## config.mk

```make
export PLATFORM = sky130hd
export DESIGN_NAME = mck_gen
export DESIGN_NICKNAME = d
export VERILOG_FILES = /design/src/rtl/mck_pkg.sv /design/src/rtl/mck_decode.sv /design/src/rtl/mck_ctrl.sv /design/src/rtl/mck_divider.sv /design/src/rtl/mck_gen.sv
export SDC_FILE = /design/constraint.sdc
export NUM_CORES = 1
export LEC_CHECK = 0
export ABC_AREA = 0
export ABC_CLOCK_PERIOD_IN_PS = 4600
export BUFFER_PORTS_ARGS = -buffer_cell sky130_fd_sc_hd__buf_4
export CORE_ASPECT_RATIO = 1.25
export CORE_MARGIN = 5
export CORE_UTILIZATION = 30
export DETAILED_ROUTE_END_ITERATION = 10
export PLACE_DENSITY_LB_ADDON = 0.25
export SLEW_MARGIN = 40
export SYNTH_ARGS = -nofsm -noshare
export SYNTH_HDL_FRONTEND = slang
export SYNTH_HIERARCHICAL = 1
export SYNTH_SLANG_ARGS = --single-unit
```

## constraint.sdc

```tcl
create_clock -name clk -period 4.6 [get_ports clk]
set_input_delay 0.23 -clock clk [delete_from_list [all_inputs] [get_ports clk]]
set_output_delay 0.23 -clock clk [all_outputs]
set_load 0.03 [all_outputs]
```

## src/rtl/mck_pkg.sv

```systemverilog
package mck_pkg;

  localparam int SRC_N = 4;
  localparam int SEL_W = 2;
  localparam int PRES_W = 3;
  localparam int DIDX_LSB = 8;

  typedef enum logic {ST_IDLE = 1'b0, ST_PEND = 1'b1} mck_state_e;

  function automatic int pres_lsb(input int layout);
    return (layout == 0) ? 2 : 4;
  endfunction

  function automatic logic [15:0] layout_mask(input int layout);
    return (layout == 0) ? 16'h031F : 16'h0373;
  endfunction

endpackage

```

## src/rtl/mck_decode.sv

```systemverilog
module mck_decode
  import mck_pkg::*;
#(
  parameter int W = 16,
  parameter int CNT_W = 16,
  parameter int LAYOUT = 0,
  parameter bit DIV3_EN = 1'b1,
  parameter logic [3:0][7:0] DIV_TABLE = {8'd0, 8'd4, 8'd2, 8'd1}
) (
  input  logic [W-1:0]     word,
  output logic [SEL_W-1:0] src,
  output logic [CNT_W-1:0] lim,
  output logic             valid,
  output logic [W-1:0]     masked
);

  localparam int PL = pres_lsb(LAYOUT);
  localparam logic [W-1:0] MASK = W'(layout_mask(LAYOUT));

  logic [PRES_W-1:0] pres;
  logic [1:0]        didx;
  logic [6:0]        ratio;
  logic              pres_ok;
  logic [7:0]        dv;
  logic [14:0]       prod;

  assign pres   = word[PL +: PRES_W];
  assign didx   = word[DIDX_LSB +: 2];
  assign src    = word[SEL_W-1:0];
  assign masked = word & MASK;
  assign dv     = DIV_TABLE[didx];

  generate
    if (DIV3_EN) begin : g_div3
      always_comb begin
        pres_ok = 1'b1;
        if (pres == 3'd7) ratio = 7'd3;
        else              ratio = 7'd1 << pres;
      end
    end else begin : g_nodiv3
      always_comb begin
        pres_ok = (pres != 3'd7);
        ratio   = 7'd1 << pres;
      end
    end
  endgenerate

  assign prod  = {8'd0, ratio} * {7'd0, dv};
  assign lim   = CNT_W'(prod - 15'd1);
  assign valid = pres_ok && (dv != 8'd0);

endmodule

```

## src/rtl/mck_ctrl.sv

```systemverilog
module mck_ctrl
  import mck_pkg::*;
#(
  parameter int W = 16,
  parameter int CNT_W = 16
) (
  input  logic             clk,
  input  logic             rst,
  input  logic             wr_en,
  input  logic             dec_valid,
  input  logic [SEL_W-1:0] dec_src,
  input  logic [CNT_W-1:0] dec_lim,
  input  logic [W-1:0]     dec_masked,
  input  logic             swap,
  output logic             ready,
  output logic             err,
  output logic [W-1:0]     rdata,
  output logic             pend_vld,
  output logic [SEL_W-1:0] pend_src,
  output logic [CNT_W-1:0] pend_lim
);

  mck_state_e state;

  assign pend_vld = (state == ST_PEND);

  always_ff @(posedge clk) begin
    if (rst) begin
      state    <= ST_IDLE;
      ready    <= 1'b1;
      err      <= 1'b0;
      rdata    <= '0;
      pend_src <= '0;
      pend_lim <= '0;
    end else begin
      if (state == ST_PEND && swap) begin
        state <= ST_IDLE;
        ready <= 1'b1;
      end
      if (state == ST_IDLE && wr_en) begin
        if (dec_valid) begin
          state    <= ST_PEND;
          ready    <= 1'b0;
          rdata    <= dec_masked;
          pend_src <= dec_src;
          pend_lim <= dec_lim;
        end else begin
          err <= 1'b1;
        end
      end
    end
  end

  // an accepted write drops ready on the next cycle
  a_r8_ready_drops: assert property (@(posedge clk) disable iff (rst)
    (wr_en && ready && dec_valid) |=> !ready);

  // the error flag is sticky
  a_r6_err_sticky: assert property (@(posedge clk) disable iff (rst)
    err |=> err);

endmodule

```

## src/rtl/mck_divider.sv

```systemverilog
module mck_divider
  import mck_pkg::*;
#(
  parameter int CNT_W = 16,
  parameter logic [CNT_W-1:0] RST_LIM = '0
) (
  input  logic             clk,
  input  logic             rst,
  input  logic [SRC_N-1:0] src_tick,
  input  logic             pend_vld,
  input  logic [SEL_W-1:0] pend_src,
  input  logic [CNT_W-1:0] pend_lim,
  output logic             swap,
  output logic             mck_en
);

  logic [SEL_W-1:0] act_src;
  logic [CNT_W-1:0] lim;
  logic [CNT_W-1:0] cnt;
  logic             tick;
  logic             last;

  assign tick = src_tick[act_src];
  assign last = tick && (cnt == lim);
  assign swap = last && pend_vld;

  always_ff @(posedge clk) begin
    if (rst) begin
      act_src <= '0;
      lim     <= RST_LIM;
      cnt     <= '0;
      mck_en  <= 1'b0;
    end else begin
      mck_en <= last;
      if (tick) cnt <= last ? '0 : cnt + 1'b1;
      if (swap) begin
        act_src <= pend_src;
        lim     <= pend_lim;
      end
    end
  end

  // the period counter never runs past its limit
  a_r2_cnt_bounded: assert property (@(posedge clk) disable iff (rst)
    cnt <= lim);

  // the limit only changes when a period has just ended
  a_r10_switch_at_end: assert property (@(posedge clk) disable iff (rst)
    (lim != $past(lim)) |-> (cnt == '0 && mck_en));

endmodule

```

## src/rtl/mck_gen.sv

```systemverilog
module mck_gen
  import mck_pkg::*;
#(
  parameter int W = 16,
  parameter int CNT_W = 16,
  parameter int LAYOUT = 0,
  parameter bit DIV3_EN = 1'b1,
  parameter logic [3:0][7:0] DIV_TABLE = {8'd0, 8'd4, 8'd2, 8'd1}
) (
  input  logic             clk,
  input  logic             rst,
  input  logic [3:0]       src_tick,
  input  logic             wr_en,
  input  logic [W-1:0]     wr_data,
  output logic [W-1:0]     ctrl_rdata,
  output logic             ready,
  output logic             err,
  output logic             mck_en
);

  localparam logic [CNT_W-1:0] RST_LIM = CNT_W'(DIV_TABLE[0]) - 1'b1;

  logic [SEL_W-1:0] dec_src;
  logic [CNT_W-1:0] dec_lim;
  logic             dec_valid;
  logic [W-1:0]     dec_masked;
  logic             swap;
  logic             pend_vld;
  logic [SEL_W-1:0] pend_src;
  logic [CNT_W-1:0] pend_lim;

  mck_decode #(
    .W(W), .CNT_W(CNT_W), .LAYOUT(LAYOUT),
    .DIV3_EN(DIV3_EN), .DIV_TABLE(DIV_TABLE)
  ) u_dec (
    .word(wr_data), .src(dec_src), .lim(dec_lim),
    .valid(dec_valid), .masked(dec_masked)
  );

  mck_ctrl #(.W(W), .CNT_W(CNT_W)) u_ctrl (
    .clk(clk), .rst(rst), .wr_en(wr_en),
    .dec_valid(dec_valid), .dec_src(dec_src), .dec_lim(dec_lim),
    .dec_masked(dec_masked), .swap(swap),
    .ready(ready), .err(err), .rdata(ctrl_rdata),
    .pend_vld(pend_vld), .pend_src(pend_src), .pend_lim(pend_lim)
  );

  mck_divider #(.CNT_W(CNT_W), .RST_LIM(RST_LIM)) u_div (
    .clk(clk), .rst(rst), .src_tick(src_tick),
    .pend_vld(pend_vld), .pend_src(pend_src), .pend_lim(pend_lim),
    .swap(swap), .mck_en(mck_en)
  );

  // ready comes back together with the last pulse of the old setting
  a_r10_ready_with_pulse: assert property (@(posedge clk) disable iff (rst)
    $rose(ready) |-> mck_en);

  // writes while busy leave readback and error untouched
  a_r9_busy_write_ignored: assert property (@(posedge clk) disable iff (rst)
    (!ready && wr_en) |=> ($stable(ctrl_rdata) && $stable(err)));

endmodule

```

* Yosys cells after proc, flatten, opt, wreduce, memory -nomap -nowiden
Index checks and enable logic that the tools add are counted.
** Operators by class
- Mux-type cells :: 12
- Add/subtract/negate cells :: 2
- Shift operators :: 1
- Multipliers :: 1
- Bitwise gates (word level) :: 2
- Equality and inequality tests :: 2
- $lt $le $gt $ge :: 2
- Reduce and logical (&&, ||, !) cells :: 7
** Operators with widths (count)
- 16-bit by 1-bit adder with 16-bit output (second input constant) :: 1
- 8-bit binary-select mux with 2-bit select :: 1
- 16-bit == test :: 1
- 16-bit 2-to-1 mux :: 1
- 15-bit by 1-bit subtractor with 16-bit output (second input constant) :: 1
- 7-bit by 8-bit multiplier with 15-bit output :: 1
- 8-bit 2-to-1 mux :: 1
- 8-bit nonzero test :: 1
- 1-bit 2-to-1 mux :: 7
- 7-bit 2-to-1 mux :: 1
- 1-bit by 3-bit << shifter with 7-bit output (first input constant) :: 1
- 2-bit by 3-bit < comparator with 1-bit output (second input constant) :: 2
- 1-bit logical AND :: 4
- 2-bit AND reduction :: 2
- 3-bit == test (second input constant) :: 1
- 1-bit binary-select mux with 2-bit select :: 1
- 1-bit NOT :: 2
** Word-level totals
- Bits of input ports :: 23
- Word-level logic and storage cells :: 39
- Register bits after elaboration :: 63
- Output and inout bits :: 19

* Longest topological paths before layout
- Depth after elaboration :: 8
- Mapped depth :: 18
- Gate-level depth less buffers :: 17

* Cells and area by module
Netlist, hierarchy kept.
** Modules (own cells, without submodules)
- mck_ctrl :: instances 1, cells an instance 159, area each 1666.6 um2
- mck_divider :: instances 1, cells an instance 182, area each 1657.8 um2
- mck_decode :: instances 1, cells an instance 189, area each 1457.6 um2

* Least setup slack after synthesis
No wires, ideal clock.
- Kind :: input -> register
- From :: input port wr_data[4]
- To :: register u_ctrl.pend_lim[11]
- Setup time :: 72 ps
- Arrival time :: 3595 ps
- Stages on the path :: 15
- Setup slack :: 933 ps
- Path buffers :: 1
- Cells stage by stage :: buf_2 -> nor2b_1 -> nand3_1 -> ha_1 -> fa_1 -> inv_1 -> fa_1 -> ha_1 -> ha_1 -> a2111oi_2 -> a21oi_1 -> and4_4 -> a211oi_2 -> nand2b_1 -> mux2i_1
** Between the ends
- Longest elaborated chain between the ends :: 4
- Elaborated cells on any way between the ends :: 5
- Those cells by class :: 1 x add/sub; 1 x mul; 1 x eq/ne; 1 x shift; 1 x mux
** RTL lines
- start: declaration :: RTL line mck_gen.sv:14 : input logic [W-1:0] wr_data,
- 3-bit == test or 1-bit by 3-bit << shifter with 7-bit output (tied branches) :: RTL line mck_decode.sv:37, mck_decode.sv:38
- 7-bit 2-to-1 mux * :: RTL line mck_decode.sv:37 : if (pres == 3'd7) ratio = 7'd3;
- 7-bit by 8-bit multiplier with 15-bit output * :: RTL line mck_decode.sv:48 : assign prod = {8'd0, ratio} * {7'd0, dv};
- 15-bit by 1-bit subtractor with 16-bit output * :: RTL line mck_decode.sv:49 : assign lim = CNT_W'(prod - 15'd1);
- via dec_lim[11] :: RTL line mck_gen.sv:24 : logic [CNT_W-1:0] dec_lim;
- end signal: assignment :: RTL line mck_ctrl.sv:46 : pend_lim <= dec_lim;
- end: declaration :: RTL line mck_ctrl.sv:20 : output logic [CNT_W-1:0] pend_lim
Mark *: on every way through the listed nets, which the timed path passes. The rest lies on a longest branch.
A chain may end at the register's enable or synchronous reset.

* Final worst setup path
- From :: input port wr_data[9]
- To :: register u_ctrl.pend_lim[14]
** Between the ends
- Longest elaborated chain between the ends :: 4
- Elaborated cells on any way between the ends :: 6
- Those cells by class :: 1 x add/sub; 1 x mul; 2 x mux; 2 x reduce/logical
** RTL lines
- 8-bit binary-select mux with 2-bit select :: RTL line mck_decode.sv:31 : assign dv = DIV_TABLE[didx];
- 8-bit 2-to-1 mux (implied by the code) :: RTL line mck_decode.sv:31
- 7-bit by 8-bit multiplier with 15-bit output :: RTL line mck_decode.sv:48
- 15-bit by 1-bit subtractor with 16-bit output :: RTL line mck_decode.sv:49
- via dec_lim[14] :: RTL line mck_gen.sv:24
The timed path passes the listed nets, and every way through them passes these cells. The select of a mux whose other input is x is not followed.

==> impl_results.md <==
- CP Capture Type: flip-flop
- Skew-Pair Late Insertion Delay: 0.34 ns
- Core box area: 15600 um^2
- Crit path cell chain: buf_4 -> nor2_1 -> nand3_1 -> ha_1 -> fa_1 -> inv_1 -> fa_1 -> ha_1 -> ha_1 -> a211oi_1 -> a21oi_1 -> nor3_1 -> nand2b_1 -> mux2i_1
- Clk pwr share: 0.417
- Seq. cell area: 1440 um^2
- GP Congestion: 0.698
- Max clock buf depth: 2
- Slew at the pin closest to its max-slew limit: 0.716 ns
- Cell Pwr Density: 338 nW/um^2
- Critical Path RT: 4.86 ns
- Top-area cell type share of the netlist area: 0.301
- Root buf cell: clkbuf_16
- Cell variety after synth: 53
- Number of global-route vias before repair: 3192
- Wire length per cell: 11.4 um
- Max Freq: 275 MHz
- Setup Fix Bufs, Post-CTS: 0
- Die area: 18600 um^2
- WL met3: 233 um
- DIE HEIGHT: 151 um
- # fillers: 1611
- GRT Overall Usage: 0.100
- Worst setup margin: 0.966 ns
- Min Tclk post-route: 3.63 ns
- Vias/cell: 4.39
- Status: finished clean
- H-tree Lvls: 3
- Clock-pin slew on the worst setup and hold paths: 0.06 ns
- Starting density of the core: 0.306
- Final nets: 607
- Ys Warns: 6
- Hold Path Class: input port to flip-flop
- Post-synth EDFFs: 0
- CTS tree: yes
- Synth Flop Type: dfxtp_1
- Int Pwr: 1330 uW
- IO buf count: 32
- DRT Wirelength: 8.63 mm
- Max-cap violations: 0
- Slew Limit Headroom: 0.523
- Clock sinks: 72
- Resized cells post-CTS: 0
- Drt first-iter violations: 155
- Slew Limit Fails: 0
- Setup TNS: 0 ns
- Slowest cell on the critical path: a211oi_1
- Skew final: 0.00520 ns
- DRC: 0
- RSZ-0062 raised after global routing: false
- Sw frac: 0.266
- Layout cell share with drive strength beyond 1: 0.117
- Sw Pwr: 480 uW
- Die Wd: 123 um
- Met2 wire length: 4.08 mm
- Crit path top cell by count: ha_1
- Routed Antenna Nets: 0
- Power, Total: 1810 uW
- Max IR drop VDD: 155 uV
- Seq pwr share: 0.383
- Initial antenna violation count: 0
- Pin count of the biggest net entering global routing: 75
- Syn_area_per_cell: 9.02 um^2
- Cell area after synthesis: 4780 um^2
- Leak Pwr: 0.00241 uW
- Area leader, netlist: dfxtp_1
- Comb pwr share: 0.200
- Hold buffer count at CTS: 0
- Num CTS Buffers: 9
- Fin Hold WS: 0.176 ns
- Row Count: 51
- Top routing layer used: met4
- Ys async rst share: 0
- Post-synthesis cell count: 530
- Wl on met1: 4.17 mm
- Vias post-DR: 3325
- Synth area leaders: dfxtp_1 30%, mux2i_1 11%, nand2b_1 9.2%
- Critical Setup Path Class: input port to flip-flop
- Post-synthesis register bit count: 72
- ANT cells: 0
- Most frequent cells in the layout: 72 x dfxtp_1, 70 x nand2b_1, 58 x nand2_1
- Fin util: 0.342
- Drt pass-1 iters: 4
- Delay of the slowest critical-path stage: 0.58 ns
- Multi-input gate area: 2950 um^2
- CP Max Fanout: 9
- # setup viols final: 0
- Final Hold Vio Count: 0
- Seq/Total Area, Yosys: 0.301
- Most common cell after layout, fill and taps aside: dfxtp_1
- GRT overflow: 0
- First-pass GRT wire length: 14.9 mm
- DP HPWL: 6.51 mm
- Crit path launch type: input port
- I/O Pins: 42
- Period Utilization, post-route: 0.790
- Crit path DAT: 3.90 ns
- Place WS: 0.634 ns
- Synth-to-Final Area Change: 11.8%
==> kinds of logic after synthesis <==
group           after synthesis  share of synthesized area
mux                          54                      0.116
flops                        72                      0.301
compound gates               33                     0.0542
xor+xnor                     37                     0.0678
buf+inv                      71                     0.0882
other cells                   1                   0.000784
fa+ha+maj                    42                      0.124
simple gates                220                      0.248
==> routing by layer <==
| layer | track usage | vias up |
|---|---|---|
| met4 | 0.0420 | 0 |
| met3 | 0.0284 | 9 |
| met1 | 0.125 | 1521 |
| li1 | - | 1759 |
| met2 | 0.160 | 36 |
| met5 | 0 | - |
==> state kept, by name (all words and copies together), names as in the netlist <==
| signal | count |
|---|---|
| u_ctrl/pend_lim | 16 |
| u_ctrl/rdata | 16 |
| u_div/cnt | 16 |
| u_div/lim | 16 |
| u_ctrl/pend_src | 2 |
| u_div/act_src | 2 |
| u_ctrl/err | 1 |
| u_ctrl/pend_vld | 1 |
| u_ctrl/ready | 1 |
| u_div/mck_en | 1 |
==> Yosys cell counts (all sizes together) (3+ instances only) <==
cell and n:
a2111oi 3, fa 9, a211oi 4, nand4 7
and4 4, nand2b 71, o21ai 6, nand3 11
ha 33, xnor2 7, nor3 10, inv 31
and3 5, nor4 4, mux2i 53, nor2b 8
clkbuf 12, nor2 30, nand2 58, and2 4
o21a 3, buf 28, xor2 30, a21oi 8
dfxtp 72
==> critical path: cells and delay by family <==
family | cells | cell delay, ns
AOI/OAI and AO/OA | 2 | 0.72
adders and majority gates | 5 | 1.92
buffers and inverters | 2 | 0.20
muxes | 1 | 0.11
and+or+nand+nor | 4 | 0.72
==> per-stage QoR <==
stage	instances	cell area, um^2
after floorplan	538	4810
after global placement	743	5020
after detailed placement	743	5020
after CTS	758	5350
after global routing	758	5350
final	758	5350
==> cell type report <==
class | count | area share
repair buffers | 33 | 0.0463
inverters | 31 | 0.0218
multi-input cells | 395 | 0.552
well taps | 212 | 0.0496
clock inverters | 3 | 0.0122
flip-flops and latches | 72 | 0.270
clock buffers | 12 | 0.0480
==> final timing paths <==
check / from / endpoint / slack (ns) / cells past startpoint
worst min register to register: u_ctrl/err$_SDFFE_PP0P_ / u_ctrl/err$_SDFFE_PP0P_ / 0.45 / 2
worst max-delay path: wr_data[9] / u_ctrl/pend_lim[14]$_SDFFE_PP0P_ / 0.97 / 14
worst min-delay path: wr_data[0] / u_ctrl/rdata[0]$_SDFFE_PP0P_ / 0.18 / 3
worst max register to register: u_div/cnt[13]$_SDFFE_PP0P_ / u_div/cnt[11]$_SDFFE_PP0P_ / 2.43 / 5
==> power by group through the flow <==
| stage | clock (uW) | combinational (uW) | sequential, uW |
|---|---|---|---|
| after floorplan | 0 | 286 | 722 |
| after global placement | 0 | 359 | 703 |
| after detailed placement | 0 | 364 | 704 |
| after CTS | 777 | 366 | 691 |
| after global routing | 804 | 406 | 696 |
| final | 753 | 361 | 691 |
(Power assumes the default switching activity.)
